$ cat config.mk
export PLATFORM = sky130hd
export DESIGN_NAME = psg_tone_front
export DESIGN_NICKNAME = d
export VERILOG_FILES = /design/src/rtl/psg_pkg.sv /design/src/rtl/psg_prescale.sv /design/src/rtl/psg_bus_regs.sv /design/src/rtl/psg_tone_chan.sv /design/src/rtl/psg_tone_front.sv
export SDC_FILE = /design/constraint.sdc
export NUM_CORES = 1
export LEC_CHECK = 0
export ABC_AREA = 1
export BUFFER_PORTS_ARGS = -buffer_cell sky130_fd_sc_hd__buf_2
export CORE_UTILIZATION = 43
export CTS_CLUSTER_DIAMETER = 100
export DETAILED_ROUTE_END_ITERATION = 10
export PLACE_DENSITY = 0.64
export SLEW_MARGIN = 20
export SYNTH_ARGS = -nofsm -noshare
export SYNTH_HDL_FRONTEND = slang
export SYNTH_SLANG_ARGS = --single-unit
$ cat constraint.sdc
create_clock -name clk -period 5.7 [get_ports clk]
set_input_delay 1.14 -clock clk [delete_from_list [all_inputs] [get_ports clk]]
set_output_delay 1.14 -clock clk [all_outputs]
set_load 0.01 [all_outputs]
$ cat src/rtl/psg_pkg.sv
package psg_pkg;

    parameter int BUS_W    = 8;
    parameter int PERIOD_W = 10;
    parameter int ATT_W    = 4;
    parameter int NOISE_W  = 3;
    parameter int TONE_CH  = 3;
    parameter int ALL_CH   = 4;
    parameter int PRE_W    = 8;

    localparam int LOW_W = 4;
    localparam int HI_W  = PERIOD_W - LOW_W;
    localparam int CH_W  = 2;

    typedef enum logic [1:0] {
        MODE_DIV16   = 2'b00,
        MODE_DIV1    = 2'b01,
        MODE_DIV128  = 2'b10,
        MODE_DIV16_B = 2'b11
    } clk_mode_e;

    typedef struct packed {
        logic            valid;
        logic [CH_W-1:0] chan;
    } tone_sel_t;

    typedef struct packed {
        logic             is_latch;
        logic [CH_W-1:0]  chan;
        logic             to_att;
        logic [LOW_W-1:0] low;
        logic [HI_W-1:0]  high;
    } bus_byte_t;

    // terminal count of the prescaler for a given mode (ratio minus one)
    function automatic logic [PRE_W-1:0] div_last(input logic [1:0] mode);
        case (clk_mode_e'(mode))
            MODE_DIV1:   return PRE_W'(0);
            MODE_DIV128: return PRE_W'(127);
            default:     return PRE_W'(15);
        endcase
    endfunction

    function automatic bus_byte_t decode_byte(input logic [BUS_W-1:0] b);
        bus_byte_t r;
        r.is_latch = b[7];
        r.chan     = b[6:5];
        r.to_att   = b[4];
        r.low      = b[LOW_W-1:0];
        r.high     = b[HI_W-1:0];
        return r;
    endfunction

endpackage

$ cat src/rtl/psg_prescale.sv
module psg_prescale
    import psg_pkg::*;
(
    input  logic       clk,
    input  logic       rst,
    input  logic [1:0] clk_mode,
    output logic       tick
);

    logic [PRE_W-1:0] cnt_q;
    logic [PRE_W-1:0] last;

    assign last = div_last(clk_mode);
    // >= keeps a mode switch to a shorter ratio from running off the end
    assign tick = (cnt_q >= last);

    always_ff @(posedge clk) begin
        if (rst) begin
            cnt_q <= '0;
        end else if (tick) begin
            cnt_q <= '0;
        end else begin
            cnt_q <= cnt_q + 1'b1;
        end
    end

    AST_TICK_GAP: assert property (@(posedge clk) disable iff (rst)
        (tick && clk_mode != 2'b01) |=> (!tick || clk_mode == 2'b01));

endmodule

$ cat src/rtl/psg_bus_regs.sv
module psg_bus_regs
    import psg_pkg::*;
(
    input  logic                        clk,
    input  logic                        rst,
    input  logic [BUS_W-1:0]            bus_data,
    input  logic                        wr_n,
    output logic [TONE_CH*PERIOD_W-1:0] tone_flat,
    output logic [ALL_CH*ATT_W-1:0]     att_flat,
    output logic [NOISE_W-1:0]          noise_q,
    output logic                        noise_wr
);

    logic                wr_q;
    logic                wr_fire;
    bus_byte_t           cmd;
    tone_sel_t           sel_q;
    logic [PERIOD_W-1:0] tone_q [TONE_CH];
    logic [ATT_W-1:0]    att_q  [ALL_CH];

    assign cmd     = decode_byte(bus_data);
    assign wr_fire = wr_q & ~wr_n;

    always_ff @(posedge clk) begin
        if (rst) begin
            wr_q     <= 1'b1;
            sel_q    <= '0;
            noise_q  <= '0;
            noise_wr <= 1'b0;
            for (int i = 0; i < TONE_CH; i++) tone_q[i] <= '0;
            for (int j = 0; j < ALL_CH; j++)  att_q[j]  <= '0;
        end else begin
            wr_q     <= wr_n;
            noise_wr <= 1'b0;
            if (wr_fire) begin
                if (cmd.is_latch) begin
                    if (cmd.to_att) begin
                        att_q[cmd.chan] <= cmd.low;
                        sel_q.valid     <= 1'b0;
                    end else if (cmd.chan >= CH_W'(TONE_CH)) begin
                        noise_q     <= cmd.low[NOISE_W-1:0];
                        noise_wr    <= 1'b1;
                        sel_q.valid <= 1'b0;
                    end else begin
                        tone_q[cmd.chan][LOW_W-1:0] <= cmd.low;
                        sel_q.valid <= 1'b1;
                        sel_q.chan  <= cmd.chan;
                    end
                end else if (sel_q.valid) begin
                    tone_q[sel_q.chan][PERIOD_W-1:LOW_W] <= cmd.high;
                end
            end
        end
    end

    for (genvar t = 0; t < TONE_CH; t++) begin : g_tone_flat
        assign tone_flat[t*PERIOD_W +: PERIOD_W] = tone_q[t];
    end
    for (genvar a = 0; a < ALL_CH; a++) begin : g_att_flat
        assign att_flat[a*ATT_W +: ATT_W] = att_q[a];
    end

    AST_DATA_IGNORED: assert property (@(posedge clk) disable iff (rst)
        (wr_fire && !bus_data[7] && !sel_q.valid) |=> $stable(tone_flat));

    AST_NOISE_PULSE: assert property (@(posedge clk) disable iff (rst)
        noise_wr |=> !noise_wr);

    AST_HELD_STROBE: assert property (@(posedge clk) disable iff (rst)
        (!wr_n && !wr_q) |=> ($stable(tone_flat) && $stable(att_flat) && $stable(noise_q)));

endmodule

$ cat src/rtl/psg_tone_chan.sv
module psg_tone_chan
    import psg_pkg::*;
(
    input  logic                clk,
    input  logic                rst,
    input  logic                tick,
    input  logic [PERIOD_W-1:0] period,
    output logic                sq
);

    logic [PERIOD_W-1:0] cnt_q;
    logic [PERIOD_W-1:0] reload;

    // period zero is clamped so the channel keeps running
    assign reload = (period == '0) ? PERIOD_W'(1) : period;

    always_ff @(posedge clk) begin
        if (rst) begin
            cnt_q <= '0;
            sq    <= 1'b0;
        end else if (tick) begin
            if (cnt_q <= PERIOD_W'(1)) begin
                cnt_q <= reload;
                sq    <= ~sq;
            end else begin
                cnt_q <= cnt_q - 1'b1;
            end
        end
    end

    AST_TONE_HOLD: assert property (@(posedge clk) disable iff (rst)
        !tick |=> $stable(sq));

endmodule

$ cat src/rtl/psg_tone_front.sv
module psg_tone_front
    import psg_pkg::*;
(
    input  logic                        clk,
    input  logic                        rst,
    input  logic [BUS_W-1:0]            bus_data,
    input  logic                        wr_n,
    input  logic [1:0]                  clk_mode,
    output logic [TONE_CH-1:0]          tone_out,
    output logic [TONE_CH*PERIOD_W-1:0] tone_period,
    output logic [ALL_CH*ATT_W-1:0]     atten,
    output logic [NOISE_W-1:0]          noise_ctrl,
    output logic                        tick,
    output logic                        noise_wr
);

    psg_prescale u_pre (
        .clk      (clk),
        .rst      (rst),
        .clk_mode (clk_mode),
        .tick     (tick)
    );

    psg_bus_regs u_regs (
        .clk       (clk),
        .rst       (rst),
        .bus_data  (bus_data),
        .wr_n      (wr_n),
        .tone_flat (tone_period),
        .att_flat  (atten),
        .noise_q   (noise_ctrl),
        .noise_wr  (noise_wr)
    );

    for (genvar c = 0; c < TONE_CH; c++) begin : g_chan
        psg_tone_chan u_chan (
            .clk    (clk),
            .rst    (rst),
            .tick   (tick),
            .period (tone_period[c*PERIOD_W +: PERIOD_W]),
            .sq     (tone_out[c])
        );
    end

    AST_RESET_QUIET: assert property (@(posedge clk)
        rst |=> (tone_out == '0 && noise_wr == 1'b0));

endmodule

======== After elaboration in Yosys (flattened, before gate mapping) ========
Memories as Yosys holds them, arrays and structs flattened.
Cells that the tools add are included.
storage, ports and cells
  register bits ........................... 49
  RAM bits ................................ 46
  input bits .............................. 13
  logic and storage cells ................. 83
  memories kept ........................... 2
operators by class
  add/sub/neg operators ................... 4
  $lt $le $gt $ge ......................... 5
  equal/unequal tests ..................... 2
  mux-type cells .......................... 35
  bitwise gates (word level) .............. 9
  reductions and logical operators ........ 14
memories
  memory         words  width  read ports  clocked after memory_dff  wr ports  RTL line            text
  u_regs.tone_q  3      10     3           0                         3         psg_bus_regs.sv:18  logic [PERIOD_W-1:0] tone_q [TONE_CH];
  u_regs.att_q   4      4      4           0                         4         psg_bus_regs.sv:19  logic [ATT_W-1:0] att_q [ALL_CH];
operator list
  operator                                                                 count
  10-bit two-way mux                                                       8
  10-bit by 1-bit <= comparator with 1-bit output (second input constant)  3
  10-bit zero test                                                         3
  10-bit by 1-bit subtractor with 10-bit output (second input constant)    3
  1-bit two-way mux                                                        20
  10-bit OR reduction                                                      2
  7-bit one-hot mux with 2 select lines                                    1
  2-bit two-way mux                                                        5
  8-bit by 1-bit adder with 8-bit output (second input constant)           1
  8-bit by 7-bit >= comparator with 1-bit output                           1
  1-bit NOT                                                                8
  2-bit AND reduction                                                      4
  4-bit AND reduction                                                      2
  4-bit OR reduction                                                       2
  4-bit two-way mux                                                        1
  2-bit by 1-bit == test with 1-bit output (second input constant)         1
  2-bit == test (second input constant)                                    1
  2-bit >= comparator (second input constant)                              1
  2-bit OR reduction                                                       1
  1-bit bitwise AND                                                        1

======== Longest topological paths before layout ========
Gate-level depths: netlist of run 1.
  depth after elaboration ................. 10
  depth in mapped cells ................... 16
  depth with buffers taken out ............ 15

======== By module ========
Synthesis of run 1 repeated with hierarchy kept, for this count alone.
second synthesis, totals
  cells, all modules ...................... 672
  area total of the unflattened synthesis .. 5159.9 um^2
by module, submodules not included
  module         instances  cells each  area each (um^2)  seq. area each (um^2)
  psg_tone_chan  3          139         828.3             220.2
  psg_bus_regs   1          184         2145.8            1541.5
  psg_prescale   1          71          529.3             160.2

======== Least setup slack after synthesis of run 1 ========
No wires, ideal clock.
  path type ............................... in2out
  from .................................... input port clk_mode[0]
  to ...................................... output port tick
  data arrival time ....................... 2298 ps
  required time ........................... 4560 ps
  path slack .............................. 2262 ps
  stages on the path ...................... 8
  cell sequence ........................... inv_1 nand2_1 ha_1 inv_1 nor3_2 nand2_1 nand3_4 buf_4
on the way
  longest elaborated chain between the ends .. 3
  elaborated cells on any way between the ends .. 4
  those cells by class .................... order compare: 1; eq/ne: 2; mux: 1
ends and longest elaborated chain
  what                                                                       RTL line              text
  start: declaration                                                         psg_tone_front.sv:8   input logic [1:0] clk_mode,
  2-bit == test or 2-bit by 1-bit == test with 1-bit output (tied branches)  psg_pkg.sv:37         case (clk_mode_e'(mode))
  7-bit one-hot mux with 2 select lines *                                    psg_pkg.sv:37
  8-bit by 7-bit >= comparator with 1-bit output *                           psg_prescale.sv:15    assign tick = (cnt_q >= last);
  end: declaration                                                           psg_tone_front.sv:13  output logic tick,
Mark *: on every way between the ends. The rest lies on a longest branch, timed or not.

======== Worst setup path in the final report of run 1 ========
Same ends and word-level chain as after synthesis.

==> results.md, run 1 <==
• completed — result of the run
• 9 — number of buffers added by the clock tree synthesis step
• 634 — Mapped Cells
• 0 — buffer count from post-CTS setup fixing
• u_pre.cnt_q[0] — endpoint of the worst hold-timing path
• 0 — hold-fix buffer count after cts
• u_pre.cnt_q[3] — RR Startpoint
• 3.71 ns — final worst path period need
• 4.56 ns — WP data required
• 12.9 um — detailed-route wire length per cell
• 3873 — number of global-route vias before repair
• ha_1 — master of the slowest instance on the critical path
• false — RSZ-0062 raised after global routing
• 0.0117 mm2 — area of the die
• clkbuf_16 — master cell of the clock root buffer
• 2.57 ns — CP arrival
• 108 um — die height
• nand2_1 — count leader, synth
• 0.36 ns — worst stage delay on the critical path
• 0.06 ns — Reg clk slew, reported paths
• 0.923 — weighted congestion at the end of routability-driven global placement
• clk_mode[0] — Crit. Startpoint
• 10 — length in cells of the worst reg-to-reg path
• 0 — DR DRC count
• 8070 um — HPWL after DPL
• 33 — post-synthesis cell type count
• 0 — number of maximum-capacitance constraint violations
• 4.90 — vias per cell
• 28 — maximum number of pins on one net before global-route repair
• 10900 um — aggregate routed wire length
• 0 — diode insertion count for antenna repair
• 46 — number of flops mapped to enable cells by yosys
• 0 — share of flip-flops with an asynchronous set or reset after synthesis
• 3 — CTS H-tree lvls
• u_pre.cnt_q[5] — worst reg2reg path endpoint
• edfxtp_1 (28%), dfxtp_1 (20%), nand2_1 (16%) — ranking of synthesized cells by area
• 0 ns — sum of negative setup slack
• 4139 — vias
• 0.00843 ns — clock tree skew after final layout
• buf_2, inv_1, nand2_1, ha_1, inv_1, nor3_2, nand2_1, nand3_4, buf_2 — chain of cells forming the critical path
• 0.651 — final critical-path share of the clock period
• 0 — Hold Fails Final Rpt
• 267 mW/mm2 — power density cells
• 0.285 — area fraction of the dominant cell type after synthesis
• 16 — maximum fanout along the worst path
• 726 — # nets final
• 0 — aggregate global routing overflow
• dfxtp_1 — ys flop type
• 0 — final number of max-transition violations
• 0.35 ns — clock latency of the later-clocked register in the worst-skew pair
• edfxtp_1 — Yosys top cell by area
• 0 — number of antenna violations at the first check in global routing
• 67 — number of ports placed on the die boundary
• 0 — number of gates given a new drive strength after cts
• 0 — number of failing setup endpoints in the final timing report
• output pin — endpoint kind of the worst setup timing path
• 3.63 ns — FF-to-FF setup slack
• 0.444 — initial core utilization
• 0.679 — relative slew slack
• input pin — element type at the critical path start
• 2 — Max Buffers Root-to-Sink
• 95 — register bit total from synthesis
• 95 — # clock sinks
• 0.158 mV — worst vdd ir
• 0.481 ns — Least-Margin Pin Slew
• 108 um — die width
• 0.00148 W — Tot Pwr
• 4 — buffers and inverters on the worst path
• 18000 um — global-route wire length before repair
• 0.0109 mm2 — area of the core
• 1 — number of cells on the worst hold path
• 2.74 nW — leakage component of the power
• 38 — Row Count
• 4 — length of the first detailed-routing pass in iterations
• 66 — input/output buffers
• in -> out — startpoint-to-endpoint class of the critical path
• u_pre.cnt_q[0] — launch instance of the worst min-delay path
• yes — CTS tree
• 0 — YS warnings
• simple AND/OR/NAND/NOR gates — kind of cell adding the most delay to the critical path
• 14.4% — Syn-to-layout area delta
• 0.00485 mm2 — post-synthesis instance area
• 0.487 — register area share after synthesis
• 269 MHz — Max Clock Freq
• 661 — Post-Syn Nets
• reg -> reg — Hold/Removal Path Class
• 0.199 — overall routing resource usage
• nand2_1 (202), nor2_1 (124), inv_1 (62), dfxtp_1 (49), edfxtp_1 (46) — top cells by instance count after synthesis
• 0.135 — ratio of cells with drive above 1 in the final layout
• 262 — violation count after the first detailed-routing iteration
• 0 — count of nets left with antenna violations after detail routing
• 7.66 um2 — mean post-synth cell area
==> through the flow <==
stage	cells	instance area, um2	hold slack [ns]	setup WS (ns)	utilization
after global placement	828	5270	0.443	2.03	0.481
after CTS	844	5550	0.473	1.98	0.508
final	844	5550	0.466	1.99	0.508
after detailed placement	828	5270	0.457	1.98	0.481
after global routing	844	5550	0.497	1.80	0.508
after floorplan	634	4850	0.430	2.26	-
==> cell type report <==
class,count,area (um2)
Clock buffer,9,225
Clock inverter,7,63.8
Fill cell,1087,5380
Inverter,68,255
Multi-Input combinational cell,459,2140
Sequential cell,95,2360
Tap cell,140,175
Timing Repair Buffer,66,330
==> layer usage <==
layer / GRT usage / up-vias / share of wire
met3: 0.0464 / 8 / 0.059
li1: - / 2144 / -
met1: 0.254 / 1887 / 0.46
met2: 0.330 / 100 / 0.47
met4: 0.0734 / 0 / 0.0097
met5: 0 / - / 0
==> power breakdown <==
part,internal [W],switching (W),leakage (nW)
Sequential,0.000732,0.0000145,0.880
Clock,0.000306,0.000284,0.136
Combinational,0.0000478,0.0000987,1.72
Total,0.00109,0.000397,2.74
==> cell families after synthesis <==
group,after synthesis,share of synthesized area
compound gates,49,0.0552
xor+xnor,12,0.0216
buf+inv,80,0.0722
simple gates,384,0.328
flops,95,0.487
fa+ha+maj,14,0.0361
==> registers in the layout, indices dropped and copies added, names as in the netlist <==
signal and flops:
u_regs.wr_q 1, u_regs.sel_q 3, u_regs.tone_q 30, g_chan.u_chan.sq 3
u_regs.noise_wr 1, u_pre.cnt_q 8, g_chan.u_chan.cnt_q 30, u_regs.att_q 16
u_regs.noise_q 3
==> worst register-to-register path: cells and delay by family (launching register included) <==
family                   cells  cell delay (ns)
flip-flops                   1             0.34
adder cells (fa/ha/maj)      1             0.31
AND/OR/NAND/NOR              7             1.09
buffers and inverters        2             0.27
==> how the worst max path moves through the flow <==
stage / endpoint / slack, ns / cells after the start
2_1_floorplan: tick / 2.26 / 8
3_3_place_gp: tick / 2.03 / 9
3_5_place_dp: tick / 1.98 / 10
4_1_cts: tick / 1.98 / 9
5_1_grt: tick / 1.80 / 11
6_report: tick / 1.99 / 9
==> cells in the final DEF (no fill, tap or decap), types with 4 or more instances in the layout <==
master | Yosys | layout
ha_1 | 14 | 14
nand2_1 | 202 | 202
clkbuf_16 | 0 | 9
nor2_1 | 124 | 124
nand4_1 | 8 | 8
edfxtp_1 | 46 | 46
buf_2 | 1 | 66
clkinv_1 | 4 | 4
xnor2_1 | 4 | 4
o21bai_1 | 4 | 4
nand3_1 | 35 | 35
o21ai_0 | 30 | 30
xor2_1 | 8 | 8
dfxtp_1 | 49 | 49
inv_1 | 62 | 62
a21oi_1 | 13 | 13
Note: power is estimated with default switching activity, not from simulation.
==> run 2: changes to the inputs <==
Clock period 5.7 ns to 3.7 ns, I/O delays scaled along.
==> run 2 against run 1 <==
  * Sequential cell count unchanged
  * Clock power rose by 61%
  * Die area did not move
  * Worst setup slack got worse by 1.2 ns
  * First-iteration DRC count is 7.3% lower
  * Clock skew shrank 0.0022 ns
  * Sequential power is 54% higher
  * Non-clock buffer count grew 1
  * Sequential share of layout area is 0.20 points lower
  * Largest power group unchanged
==> results.md, run 2 (synthesis gave the netlist of run 1 again) <==
• completed — result of the run
• 13.0 um — detailed-route wire length per cell, +0.28%
• buf_2, nor2_1, ha_1, nand2_1, inv_1, nand2_1, nand2_1, nand2_1, nand3_4, buf_2 — chain of cells forming the critical path
• 4.91 — vias per cell, +0.17%
• nand2_1 (202), nor2_1 (124), buf_2 (66), inv_1 (62), dfxtp_1 (49) — commonest non-fill, non-tap cells in the layout
• 0.00175 W — Power Internal, +61%
• 95 — # clock sinks, unchanged
• 0.430 ns — Least-Margin Pin Slew, -0.0518 ns
• 0.713 — relative slew slack, +0.0347
• 0.00558 mm2 — Finished Cell Area, +0.47%
• 829 — number of cells in the design after placement, +0.12%
• 2.93 ns — final worst path period need
• 3913 — number of global-route vias before repair, +1.0%
• 8210 um — HPWL after DPL, +1.7%
• 0 — aggregate global routing overflow, unchanged
• 2.75 nW — leakage component of the power, +0.46%
• 0 — buffer count from post-CTS setup fixing, unchanged
• 0.06 ns — Reg clk slew, reported paths, about the same
• 108 um — die width, unchanged
• 0.248 — switching fraction of total power, -0.0200
• ha_1 — master of the slowest instance on the critical path
• 0 — hold-fix buffer count after cts, unchanged
• 2 — Max Buffers Root-to-Sink, unchanged
• 4151 — vias, +0.29%
• 1078 — layout filler cell count, -0.83%
• 2.96 ns — WP data required, -1.60 ns
• yes — CTS tree
• 0 — diode insertion count for antenna repair, unchanged
• 0.792 — final critical-path share of the clock period
• 0 — number of failing setup endpoints in the final timing report, unchanged
• 66 — input/output buffers, unchanged
• 0 — Hold Fails Final Rpt, unchanged
• 0.0117 mm2 — area of the die, unchanged
• g_chan.u_chan.cnt_q (30), u_regs.tone_q (30), u_regs.att_q (16) — registers with the most flip-flops
• 3 — CTS H-tree lvls, unchanged
• 0 — number of antenna violations at the first check in global routing, unchanged
• 3 — buffers and inverters on the worst path, -1
• 243 — violation count after the first detailed-routing iteration, -7.3%
• u_pre.cnt_q[0] — launch instance of the worst min-delay path
• nand2_1 — most common cell after layout, fill and taps aside
• simple AND/OR/NAND/NOR gates — kind of cell adding the most delay to the critical path
• u_pre.cnt_q[3] — RR Startpoint
• in -> out — startpoint-to-endpoint class of the critical path
• nand2_1 — most used cell, CP
• 0 — DR DRC count, unchanged
• reg -> reg — Hold/Removal Path Class
• 16 — maximum fanout along the worst path, unchanged
• 0.135 — ratio of cells with drive above 1 in the final layout, -0.000191
• 18400 um — global-route wire length before repair, +2.4%
• clkbuf_16 — master cell of the clock root buffer
• 845 — Final Instance Count excl. Fillers, +0.12%
• 0 ns — sum of negative setup slack, unchanged
• 0.30 ns — worst stage delay on the critical path, -0.06 ns
• 0.34 ns — clock latency of the later-clocked register in the worst-skew pair, about the same
• 38 — Row Count, unchanged
• 4 — length of the first detailed-routing pass in iterations, unchanged
• 2.19 ns — CP arrival, -0.38 ns
• 0.00236 mm2 — register area, unchanged
• 67 — number of ports placed on the die boundary, unchanged
• 0.899 — weighted congestion at the end of routability-driven global placement, -2.6%
• 11000 um — aggregate routed wire length, +0.39%
• 0.00214 mm2 — multi-input combinational cell area, unchanged
• 727 — # nets final, +0.14%
• 0.00621 ns — clock tree skew after final layout, -0.00221 ns
• 0 — count of nets left with antenna violations after detail routing, unchanged
• input pin — element type at the critical path start
• 417 mW/mm2 — power density cells, +56%
• 0 — number of gates given a new drive strength after cts, unchanged
• 0.409 — clock share of power, +0.011
• 0 — number of maximum-capacitance constraint violations, unchanged
• 108 um — die height, unchanged
• false — RSZ-0062 raised after global routing
• 14.9% — Syn-to-layout area delta
• clk_mode[1] — Crit. Startpoint
• 0.203 — overall routing resource usage, +0.00404
• 28 — maximum number of pins on one net before global-route repair, unchanged
• 0.444 — initial core utilization, unchanged
• 0.0109 mm2 — area of the core, unchanged
• 0.267 mV — worst vdd ir, +68%
• 0.494 — fraction of power consumed by sequential logic, -0.009
• 0.098 — Combinational Power Share, about the same
• 0 — final number of max-transition violations, unchanged
• output pin — endpoint kind of the worst setup timing path
• 0.000577 W — Sw Pwr, +45%
• 341 MHz — Max Clock Freq
• 9 — number of buffers added by the clock tree synthesis step, unchanged
• 0.00527 mm2 — standard cell area after detailed placement, +0.14%
run 2: stage by stage:
stage / hold slack [ns] / utilization / power [W] / setup WS (ns)
finish: 0.470 / 0.510 / 0.00233 / 0.771
floorplan: 0.430 / - / 0.00133 / 1.06
CTS: 0.476 / 0.510 / 0.00234 / 0.754
global placement: 0.444 / 0.482 / 0.00140 / 0.826
detailed placement: 0.461 / 0.482 / 0.00140 / 0.755
global route: 0.490 / 0.510 / 0.00242 / 0.590
run 2: final timing paths:
check        slack (ns)  cells after the start              to
max reg2reg        1.62                     10  u_pre.cnt_q[5]
min reg2reg        0.47                      1  u_pre.cnt_q[0]
min                0.47                      1  u_pre.cnt_q[0]
max                0.77                     10            tick
run 2: power groups by stage:
stage          Combinational [W]  Clock (W)  Sequential [W]
6_report                0.000227   0.000952         0.00115
5_1_grt                 0.000262    0.00101         0.00115
4_1_cts                 0.000229   0.000964         0.00115
3_5_place_dp            0.000228          0         0.00117
3_3_place_gp            0.000223          0         0.00117
2_1_floorplan           0.000156          0         0.00118
run 2: area by class of cell:
type                       instances  share of cell area
clock buffer                      11              0.0435
timing repair buffer              67              0.0605
inverter                          68              0.0457
clock inverter                     5              0.0117
tap                              140              0.0314
sequential                        95               0.423
multi-input combinational        459               0.384
run 2: routing by layer:
metal,track usage,wire length [um],vias to the layer above
met4,0.0676,188,0
met2,0.331,5010,108
met5,0,0,-
li1,-,-,2149
met1,0.269,5110,1879
met3,0.0446,644,15
==> run 3: changes to the inputs <==
Settings changed: ABC_AREA 1 to 0.
Clock period 3.7 ns to 2.92 ns, I/O delays scaled along.
==> run 3 against run 2 <==
  * Clock power up 5%
  * Via count down 7.8%
  * Combinational power down 5%
  * Core utilization down 0.52 points
  * Final cell count down 18%
  * Critical path depth down 2
  * Count of clock-buffer cells in the layout unchanged
  * Global-route usage down 0.31 points
  * Sequential share of layout area up 1.0 points
  * Largest power group unchanged
==> results.md, run 3 <==
• completed — result of the run
• 0.833 — weighted congestion at the end of routability-driven global placement, -7.3%
• 107 um — die width, -1.1%
• in -> out — startpoint-to-endpoint class of the critical path
• simple AND/OR/NAND/NOR gates — dominant combinational cell family by area after synthesis
• 0 — number of antenna violations at the first check in global routing, unchanged
• 66 — input/output buffers, unchanged
• 0.0369 — fraction of the mapped netlist area in adder cells, +0.000808
• 0 — number of maximum-capacitance constraint violations, unchanged
• 0 ns — sum of negative setup slack, unchanged
• 0 — diode insertion count for antenna repair, unchanged
• 0.291 — area fraction of the dominant cell type after synthesis, +0.00637
• 0.00475 mm2 — post-synthesis instance area, -2.2%
• 0.238 — met1 GRT Util, -0.0310
• 3663 — number of global-route vias before repair, -6.4%
• 0.440 — initial core utilization, -0.00399
• 3828 — vias, -7.8%
• dfxtp_1 — ys flop type
• 4 — length of the first detailed-routing pass in iterations, unchanged
• 0 — count of nets left with antenna violations after detail routing, unchanged
• 676 — number of cells in the design after placement, -18%
• 0.38 ns — clock latency of the later-clocked register in the worst-skew pair, +0.04 ns
• 0.817 ns — Least-Margin Pin Slew, +0.387 ns
• dfxtp_1 (49), and2_1 (47), edfxtp_1 (46), nor2_1 (44), nand2_1 (30) — top cells by instance count after synthesis
• 0.080 — Combinational Power Share, -0.018
• 0.0602 — met3 usage in global routing, +0.0156
• 46 — number of flops mapped to enable cells by yosys, unchanged
• 0.0364 — multiplexer share of the synthesized area, +0.0364
• clkbuf_8 — master cell of the clock root buffer
• yes — CTS tree
• 0.431 ns — WHS, -0.0387 ns
• 0 — share of flip-flops with an asynchronous set or reset after synthesis, unchanged
• 5.53 — vias per cell, +13%
• 0.00801 ns — clock tree skew after final layout, +0.00180 ns
• in -> reg — Hold/Removal Path Class
• 7880 um — HPWL after DPL, -4.0%
• 2.18 ns — CP arrival, about the same
• 0.544 — fraction of power consumed by sequential logic, +0.050
• 0 — number of failing setup endpoints in the final timing report, unchanged
• 0.00203 W — Power Internal, +16%
• 574 — # nets final, -21%
• 95 — register bit total from synthesis, unchanged
• 0.200 — overall routing resource usage, -0.00313
• 0.09 ns — Reg clk slew, reported paths, +0.03 ns
• 362 MHz — Max Clock Freq
• 0.00545 mm2 — Finished Cell Area, -2.3%
• 7 — maximum fanout along the worst path, -9
• 0.376 — clock share of power, -0.033
• 17600 um — global-route wire length before repair, -4.5%
• 0.945 — final critical-path share of the clock period
• 10900 um — aggregate routed wire length, -0.42%
• met2 — busiest metal layer after global routing
• edfxtp_1 — Yosys top cell by area
• 482 — Mapped Cells, -24%
• 180 — violation count after the first detailed-routing iteration, -26%
• 0.127 — area fraction in compound gates after synthesis, +0.0716
• 9.85 um2 — mean post-synth cell area, +29%
• 95 — # clock sinks, unchanged
• false — RSZ-0062 raised after global routing
• 0.410 mV — worst vdd ir, +53%
• 38 — Row Count, unchanged
• 0.0108 mm2 — area of the core, -1.3%
• 0.242 — switching fraction of total power, -0.00569
• 0.255 — share of synthesized cell area in and, or, nand and nor gates, -0.0738
• 0 — aggregate global routing overflow, unchanged
• 107 um — die height, -1.1%
• 67 — number of ports placed on the die boundary, unchanged
• 0.0111 — XOR/XNOR Fraction of Synth Area, -0.0106
• buf_2 — most common cell after layout, fill and taps aside
• 692 — Final Instance Count excl. Fillers, -18%
• 15.8 um — detailed-route wire length per cell, +22%
• g_chan.u_chan.cnt_q (30), u_regs.tone_q (30), u_regs.att_q (16) — registers with the most flip-flops
• 14.8% — Syn-to-layout area delta
• 56 — post-synthesis cell type count, +70%
• 0.341 — met2 Usage GRT, +0.0103
• 0 — number of gates given a new drive strength after cts, unchanged
• 0 — DR DRC count, unchanged
• buf_2 (66), dfxtp_1 (49), and2_1 (47), edfxtp_1 (46), nor2_1 (44) — commonest non-fill, non-tap cells in the layout
• 0.00522 mm2 — standard cell area after detailed placement, -0.97%
• 2.23 nW — leakage component of the power, -19%
• 0.497 — register area share after synthesis, +0.0109
• 491 mW/mm2 — power density cells, +18%
• edfxtp_1 (29%), dfxtp_1 (21%), and2_1 (6.2%) — ranking of synthesized cells by area
• dfxtp_1 — count leader, synth
• 0.212 — ratio of cells with drive above 1 in the final layout, +0.0772
• output pin — endpoint kind of the worst setup timing path
• 2.34 ns — WP data required, -0.62 ns
• 40 — maximum number of pins on one net before global-route repair, +43%
• 0 — buffer count from post-CTS setup fixing, unchanged
• 0.0115 mm2 — area of the die, -2.1%
• 0 — hold-fix buffer count after cts, unchanged
• 2.76 ns — final worst path period need
• input pin — element type at the critical path start
• 2 — Max Buffers Root-to-Sink, unchanged
• 509 — Post-Syn Nets, -23%
• 0 — YS warnings, unchanged
• 3 — CTS H-tree lvls, unchanged
• 0.450 — relative slew slack, -0.263
• 9 — number of buffers added by the clock tree synthesis step, unchanged
• 0 — Hold Fails Final Rpt, unchanged
• 0 — final number of max-transition violations, unchanged
• 0.000648 W — Sw Pwr, +12%
==> run 3: cell count changes after synthesis, moves of 17 or more <==
cell	change
and2_1	+47
inv_1	-44
nand2_1	-172
nand3_1	-17
nor2_1	-80
==> run 3: worst max-delay path: stages <==
cell and delay (ns):
buf_2 0.10, nand2b_1 0.18, ha_1 0.32, a21o_1 0.19
a211oi_1 0.23, o211a_1 0.33, inv_2 0.09, buf_2 0.15
==> run 3: final timing paths <==
path,slack [ns],endpoint,from,cells after the start
max,0.16,tick,clk_mode[0],8
min,0.43,u_regs.wr_q,wr_n,2
max reg2reg,0.72,g_chan[2].u_chan.cnt_q[9],u_pre.cnt_q[0],9
min reg2reg,0.48,g_chan[1].u_chan.cnt_q[1],g_chan[1].u_chan.cnt_q[1],2
==> run 3: through the flow <==
step                setup slack, ns  utilization  power (W)
floorplan                     0.408            -    0.00162
global placement              0.199        0.484    0.00170
detailed placement            0.168        0.484    0.00170
CTS                           0.162        0.505    0.00270
global route                 0.0369        0.505    0.00278
finish                        0.161        0.505    0.00267
==> run 3: power by group through the flow <==
stage	Combinational (W)	Clock (W)	Sequential [W]
floorplan	0.000132	0	0.00149
global placement	0.000211	0	0.00148
detailed placement	0.000217	0	0.00149
CTS	0.000217	0.00103	0.00145
global route	0.000237	0.00108	0.00146
finish	0.000215	0.00100	0.00145
==> run 3: per-layer routing <==
layer | vias to the layer above | part of all wire
li1 | 1896 | -
met1 | 1834 | 0.44
met2 | 84 | 0.49
met3 | 14 | 0.056
met4 | 0 | 0.017
met5 | - | 0
==> run 3: area by class of cell <==
type | count | area [um2]
inverters | 20 | 75.1
multi-input cells | 346 | 2210
repair buffers | 75 | 398
flip-flops and latches | 95 | 2360
fillers | 986 | 5340
clock inverters | 5 | 88.8
well taps | 140 | 175
clock buffers | 11 | 141
==> run 3: logic make-up after synthesis <==
group | after synthesis
simple gates | 220
flops | 95
compound gates | 90
buf+inv | 41
mux | 16
fa+ha+maj | 14
xor+xnor | 6
